[src/rtl/sgi_pkg.sv]
package sgi_pkg;
  localparam int LIST_W = 16;
  localparam int AFF_W  = 8;
  localparam int SGI_W  = 4;
  localparam int ENT_W  = 4 * AFF_W;

  localparam int LIST_LSB = 0;
  localparam int AFF1_LSB = 16;
  localparam int SGI_LSB  = 24;
  localparam int AFF2_LSB = 32;
  localparam int MODE_BIT = 40;
  localparam int AFF3_LSB = 48;

  typedef struct packed {
    logic [SGI_W-1:0]  sgi;
    logic              bcast;
    logic [LIST_W-1:0] tlist;
    logic [AFF_W-1:0]  aff1;
    logic [AFF_W-1:0]  aff2;
    logic [AFF_W-1:0]  aff3;
  } sgi_req_t;
endpackage

[src/rtl/sgi_req_decode.sv]
module sgi_req_decode
  import sgi_pkg::*;
(
  input  logic [63:0] word,
  output sgi_req_t    req
);
  logic unused_bits;

  always_comb begin
    req.tlist = word[LIST_LSB +: LIST_W];
    req.aff1  = word[AFF1_LSB +: AFF_W];
    req.sgi   = word[SGI_LSB +: SGI_W];
    req.aff2  = word[AFF2_LSB +: AFF_W];
    req.bcast = word[MODE_BIT];
    req.aff3  = word[AFF3_LSB +: AFF_W];
  end

  assign unused_bits = ^{word[63:56], word[47:41], word[31:28]};
endmodule

[src/rtl/sgi_core_match.sv]
module sgi_core_match
  import sgi_pkg::*;
(
  input  sgi_req_t          req,
  input  logic [LIST_W-1:0] work_list,
  input  logic [ENT_W-1:0]  entry,
  output logic              hit,
  output logic [LIST_W-1:0] clr_bit
);
  localparam int L0_IDX_W = $clog2(LIST_W);

  logic [AFF_W-1:0] e_aff0, e_aff1, e_aff2, e_aff3;
  logic             upper_eq, l0_in_range, listed;

  always_comb begin
    e_aff0 = entry[0*AFF_W +: AFF_W];
    e_aff1 = entry[1*AFF_W +: AFF_W];
    e_aff2 = entry[2*AFF_W +: AFF_W];
    e_aff3 = entry[3*AFF_W +: AFF_W];
    upper_eq    = (e_aff1 == req.aff1) && (e_aff2 == req.aff2) &&
                  (e_aff3 == req.aff3);
    l0_in_range = (e_aff0 < AFF_W'(LIST_W));
    listed      = l0_in_range && work_list[e_aff0[L0_IDX_W-1:0]];
    hit         = upper_eq && listed;
    clr_bit     = '0;
    if (hit) clr_bit[e_aff0[L0_IDX_W-1:0]] = 1'b1;
  end
endmodule

[src/rtl/sgi_scan_ctrl.sv]
module sgi_scan_ctrl
  import sgi_pkg::*;
#(
  parameter int NUM_CORES = 8,
  localparam int IDX_W = (NUM_CORES > 1) ? $clog2(NUM_CORES) : 1
) (
  input  logic              clk,
  input  logic              rst_n,
  input  logic              req_valid,
  input  sgi_req_t          req_in,
  input  logic [IDX_W-1:0]  req_core,
  input  logic              tgt_hit,
  input  logic [LIST_W-1:0] tgt_clr,
  output sgi_req_t          req_q,
  output logic [LIST_W-1:0] work_list_q,
  output logic [IDX_W-1:0]  idx_q,
  output logic              busy_q,
  output logic              pend_valid_q,
  output logic [IDX_W-1:0]  pend_core_q,
  output logic [SGI_W-1:0]  pend_sgi_q,
  output logic              done_q,
  output logic              done_any_q
);
  localparam logic [IDX_W-1:0] LAST_IDX = IDX_W'(NUM_CORES - 1);

  logic [IDX_W-1:0]  reqc_q;
  logic              any_q;

  logic              start, visit, is_hit, last, finish;
  logic [LIST_W-1:0] list_nxt;
  logic              busy_d, any_d, done_d, done_any_d, pend_valid_d;
  logic [IDX_W-1:0]  idx_d;

  always_comb begin
    start    = req_valid && !busy_q;
    visit    = busy_q;
    is_hit   = req_q.bcast ? (idx_q != reqc_q) : tgt_hit;
    list_nxt = req_q.bcast ? work_list_q : (work_list_q & ~tgt_clr);
    last     = (idx_q == LAST_IDX);
    finish   = visit && (last || (!req_q.bcast && (list_nxt == '0)));

    busy_d = busy_q;
    if (start)       busy_d = 1'b1;
    else if (finish) busy_d = 1'b0;

    idx_d = idx_q;
    if (start)      idx_d = '0;
    else if (visit) idx_d = idx_q + 1'b1;

    any_d = any_q;
    if (start)                 any_d = 1'b0;
    else if (visit && is_hit)  any_d = 1'b1;

    pend_valid_d = visit && is_hit;
    done_d       = finish;
    done_any_d   = finish && (any_q || is_hit);
  end

  // request capture, enabled by start
  always_ff @(posedge clk or negedge rst_n) begin
    if (!rst_n) begin
      req_q  <= '0;
      reqc_q <= '0;
    end else if (start) begin
      req_q  <= req_in;
      reqc_q <= req_core;
    end
  end

  // working list: loaded on start, shrinks on each visit
  always_ff @(posedge clk or negedge rst_n) begin
    if (!rst_n)      work_list_q <= '0;
    else if (start)  work_list_q <= req_in.tlist;
    else if (visit)  work_list_q <= list_nxt;
  end

  always_ff @(posedge clk or negedge rst_n) begin
    if (!rst_n) begin
      busy_q <= 1'b0;
      idx_q  <= '0;
      any_q  <= 1'b0;
    end else begin
      busy_q <= busy_d;
      idx_q  <= idx_d;
      any_q  <= any_d;
    end
  end

  always_ff @(posedge clk or negedge rst_n) begin
    if (!rst_n) begin
      pend_valid_q <= 1'b0;
      done_q       <= 1'b0;
      done_any_q   <= 1'b0;
    end else begin
      pend_valid_q <= pend_valid_d;
      done_q       <= done_d;
      done_any_q   <= done_any_d;
    end
  end

  // pulse payload, enabled only when a pulse is produced
  always_ff @(posedge clk or negedge rst_n) begin
    if (!rst_n) begin
      pend_core_q <= '0;
      pend_sgi_q  <= '0;
    end else if (pend_valid_d) begin
      pend_core_q <= idx_q;
      pend_sgi_q  <= req_q.sgi;
    end
  end

  a_r2_accept_only_on_strobe: assert property (@(posedge clk) disable iff (!rst_n)
    $rose(busy_q) |-> $past(req_valid));

  a_r5_pulse_only_in_walk: assert property (@(posedge clk) disable iff (!rst_n)
    pend_valid_q |-> $past(busy_q));

  a_r5_ascending_order: assert property (@(posedge clk) disable iff (!rst_n)
    (pend_valid_q && $past(pend_valid_q)) |-> (pend_core_q > $past(pend_core_q)));

  a_r3_skip_requester: assert property (@(posedge clk) disable iff (!rst_n)
    (pend_valid_q && req_q.bcast) |-> (pend_core_q != reqc_q));

  a_r8_done_single: assert property (@(posedge clk) disable iff (!rst_n)
    done_q |=> !done_q);

  a_r8_busy_falls_with_done: assert property (@(posedge clk) disable iff (!rst_n)
    done_q |-> !busy_q);

  a_r8_any_needs_done: assert property (@(posedge clk) disable iff (!rst_n)
    done_any_q |-> done_q);
endmodule

[src/rtl/sgi_dispatch.sv]
module sgi_dispatch
  import sgi_pkg::*;
#(
  parameter int NUM_CORES = 8,
  localparam int IDX_W = (NUM_CORES > 1) ? $clog2(NUM_CORES) : 1
) (
  input  logic                   clk,
  input  logic                   rst_n,
  input  logic                   req_valid,
  input  logic [63:0]            req_word,
  input  logic [IDX_W-1:0]       req_core,
  input  logic [NUM_CORES*32-1:0] core_aff_tbl,
  output logic                   busy,
  output logic                   pend_valid,
  output logic [IDX_W-1:0]       pend_core,
  output logic [3:0]             pend_sgi,
  output logic                   done,
  output logic                   done_any
);
  sgi_req_t          req_dec, req_q;
  logic [LIST_W-1:0] work_list_q, tgt_clr;
  logic [IDX_W-1:0]  idx_q;
  logic              tgt_hit;
  logic [ENT_W-1:0]  aff_ent [NUM_CORES];
  logic [ENT_W-1:0]  cur_ent;

  for (genvar g = 0; g < NUM_CORES; g++) begin : g_tbl
    assign aff_ent[g] = core_aff_tbl[g*ENT_W +: ENT_W];
  end

  always_comb begin
    cur_ent = '0;
    for (int i = 0; i < NUM_CORES; i++)
      if (idx_q == IDX_W'(i)) cur_ent = aff_ent[i];
  end

  sgi_req_decode u_dec (
    .word (req_word),
    .req  (req_dec)
  );

  sgi_core_match u_match (
    .req       (req_q),
    .work_list (work_list_q),
    .entry     (cur_ent),
    .hit       (tgt_hit),
    .clr_bit   (tgt_clr)
  );

  sgi_scan_ctrl #(.NUM_CORES(NUM_CORES)) u_ctrl (
    .clk          (clk),
    .rst_n        (rst_n),
    .req_valid    (req_valid),
    .req_in       (req_dec),
    .req_core     (req_core),
    .tgt_hit      (tgt_hit),
    .tgt_clr      (tgt_clr),
    .req_q        (req_q),
    .work_list_q  (work_list_q),
    .idx_q        (idx_q),
    .busy_q       (busy),
    .pend_valid_q (pend_valid),
    .pend_core_q  (pend_core),
    .pend_sgi_q   (pend_sgi),
    .done_q       (done),
    .done_any_q   (done_any)
  );
endmodule

[config.mk]
export PLATFORM = sky130hd
export DESIGN_NAME = sgi_dispatch
export DESIGN_NICKNAME = d
export VERILOG_FILES = /design/src/rtl/sgi_pkg.sv /design/src/rtl/sgi_req_decode.sv /design/src/rtl/sgi_core_match.sv /design/src/rtl/sgi_scan_ctrl.sv /design/src/rtl/sgi_dispatch.sv
export SDC_FILE = /design/constraint.sdc
export NUM_CORES = 1
export LEC_CHECK = 0
export ABC_AREA = 1
export CAP_MARGIN = 20
export CORE_AREA = 2 2 130 132
export CTS_BUF_LIST = sky130_fd_sc_hd__clkbuf_4 sky130_fd_sc_hd__clkbuf_8 sky130_fd_sc_hd__clkbuf_16
export DETAILED_ROUTE_END_ITERATION = 6
export DIE_AREA = 0 0 132 134
export DONT_BUFFER_PORTS = 1
export GPL_ROUTABILITY_DRIVEN = 0
export PLACE_DENSITY = 0.58
export REMOVE_ABC_BUFFERS = 1
export SLEW_MARGIN = 20
export SYNTH_ARGS = -nofsm -noshare
export SYNTH_HDL_FRONTEND = slang
export SYNTH_SLANG_ARGS = --single-unit
[constraint.sdc]
create_clock -name clk -period 4.4 [get_ports clk]
set_clock_uncertainty 0.15 [all_clocks]
set_input_delay 0.44 -clock clk [delete_from_list [all_inputs] [get_ports clk]]
set_output_delay 0.44 -clock clk [all_outputs]
set_load 0.05 [all_outputs]
==> impl_metrics.ini <==
[route]
first_pass_iters = 7
ant_nets = 0
routedWlPerCell_um = 16.5
wirelength_um = 23000
vias = 6983
drc = 0
drtIter0Drc = 361
viasPerCell = 5.01

[clocking]
cts_sinks = 63
clockBufferDepth = 2
tritoncts.num_buffers = 9
clkLatencyLatePin_ns = 0.34
clock_tree.htree_level_count = 3
cts_tree = yes
cts-root-buf = clkbuf_16
clkTransAtPathRegs_ns = 0.06

[sta]
hold_viol_final = 0
max_freq_mhz = 251
setup_viol = 0
rsz0062_at_grt = false
whs_ns = 0.0640
setup-tns-final_ns = 0
tightest_slew_ns = 0.774
slew_violations = 0
max_slew_margin_pct = 48.4
min_period_ns = 3.99
period_share_pct = 90.7

[setup_path]
crit_top_cell = nand2_1
path_max_fanout = 15
path_buf_inv = 4
crit_type = reg -> reg
max_stage_delay_ns = 0.39
crit_path_top_delay_cell = dfrtp_1
arrival_ns = 4.11
path_delay_family = simple AND/OR/NAND/NOR gates
start_kind = flip-flop
worstPathRequired_ns = 4.53
worst_setup_path_end_kind = flip-flop

[logic_synthesis]
synth-seq-cells = 63
yosysWarnings = 0
yosysTopAreaCellShare_pct = 34.1
synthCells = 1184
postSynthAreaPerCell_um2 = 5.45
synthArstFlopShare_pct = 100
synth_ff_type = dfrtp_1
ys_seq_area_share_pct = 24.4
yosysUniqueCellTypes = 34
synth_edf_count = 0
syn-cell-area_um2 = 6450
synth_top_area_cell = nand2_1
yosys-top-cells-area = nand2_1 34%, dfrtp_1 24%, inv_1 7.0%

[placed_design]
dpl.hpwl_um = 17300
io_buffers = 0
place_area_um2 = 6620

[final_layout]
drive_gt1_share_pct = 7.61
final_cell_mix = 585 x nand2_1, 119 x inv_1, 114 x nor2_1
fin_nets = 1498
area_growth_pct = 7.49
final_area_um2 = 6930
layout_commonest_cell = nand2_1

[min_path]
hp-class = in -> reg

[floorplan]
initial_core_util_pct = 39.6
dieArea_um2 = 17700
die_width_um = 132
num_io_pins = 337
rows = 47
die_h_um = 134
core_um2 = 16300

[grt]
grt_pass1_vias = 6587
antenna_found_initial = 3
grt_max_degree = 65
overflow = 0
grt_pass1_wl_um = 34800
track_usage_pct = 25.4

[outcome]
outcome = complete, no violations

[pwr]
ir_drop_mv = 0.446
p_leak_nw = 3.82
p_per_area_nw_per_um2 = 839

[job]
cap_violations = 0
-- report_power, final --
group          leakage [nW]  switching (mW)  total, mW  internal, mW
clock                 0.127           0.273      0.648         0.375
sequential            0.786           0.306       1.15         0.842
combinational          2.91            2.66       4.02          1.36
-- what timing repair did --
action | CTS | global route
hold endpoints to repair | 63 | 0
setup buffers | 0 | 0
resized for setup | 0 | 0
hold buffers | 2 | 0
-- cells in the mapped netlist, types with 3 or more instances --
cell / n
nand2_4: 3
nand4_1: 3
or2_2: 30
inv_2: 4
o211ai_1: 9
buf_6: 7
nand3_1: 78
clkinv_1: 3
a21oi_1: 7
buf_2: 22
inv_1: 120
o221ai_1: 9
buf_4: 7
dfrtp_1: 63
nor2_1: 115
o21ai_0: 43
or2_0: 3
clkbuf_1: 18
nand3b_1: 15
o21ai_1: 14
nand2_1: 586
nor2_4: 3
ha_1: 6
-- flip-flops by register name, indices dropped and copies added (netlist names) --
signal and count:
u_ctrl.work_list_q 16, u_ctrl.reqc_q 3, u_ctrl.pend_sgi_q 4, u_ctrl.req_q 29, u_ctrl.pend_valid_q 1, u_ctrl.busy_q 1
u_ctrl.any_q 1, u_ctrl.pend_core_q 3, u_ctrl.done_any_q 1, u_ctrl.idx_q 3, u_ctrl.done_q 1
-- stage by stage --
| step | setup WS (ns) | std cells | utilization, % | total power, mW |
|---|---|---|---|---|
| floorplan | 0.347 | 1130 | - | 4.05 |
| CTS | 0.417 | 1390 | 42.5 | 5.84 |
| detailed placement | 0.450 | 1373 | 40.7 | 5.15 |
| finish | 0.411 | 1393 | 42.6 | 5.82 |
| global placement | 0.478 | 1373 | 40.7 | 5.12 |
| global route | 0.00825 | 1392 | 42.5 | 6.51 |
-- area by class of cell --
class,count,area [µm²]
sequential,63,1580
fill,1863,9360
clock buffer,9,225
clock inverter,6,38.8
inverter,128,485
tap,220,275
antenna,3,7.51
multi-input combinational,939,4090
timing repair buffer,25,235
-- routing by layer --
metal,track usage (%),vias up,share of wire (%)
met2,45.0,277,48
met1,30.3,3068,41
met5,0,-,0
met4,8.88,0,2.7
li1,-,3597,-
met3,5.90,41,7.7
-- kinds of logic after synthesis --
family,count (synthesis),synth area share [%]
AOI/OAI and AO/OA,87,7.84
DFF,63,24.4
adders and majority gates,6,1.16
buffers and inverters,182,12.3
and+or+nand+nor,846,54.2
-- final timing paths --
kind                            startpoint                 to  slack (ns)  cells past startpoint
max reg2reg                u_ctrl.idx_q[1]  u_ctrl.done_any_q        0.41                     27
max in group asynchronous            rst_n   u_ctrl.req_q[14]        3.33                      2
min in group asynchronous            rst_n   u_ctrl.req_q[42]        0.48                      2
min reg2reg                u_ctrl.req_q[7]    u_ctrl.req_q[7]        0.33                      2
max                        u_ctrl.idx_q[1]  u_ctrl.done_any_q        0.41                     27
min                           req_word[36]   u_ctrl.req_q[12]        0.06                      2
Note: power is estimated with default switching activity, not from simulation.
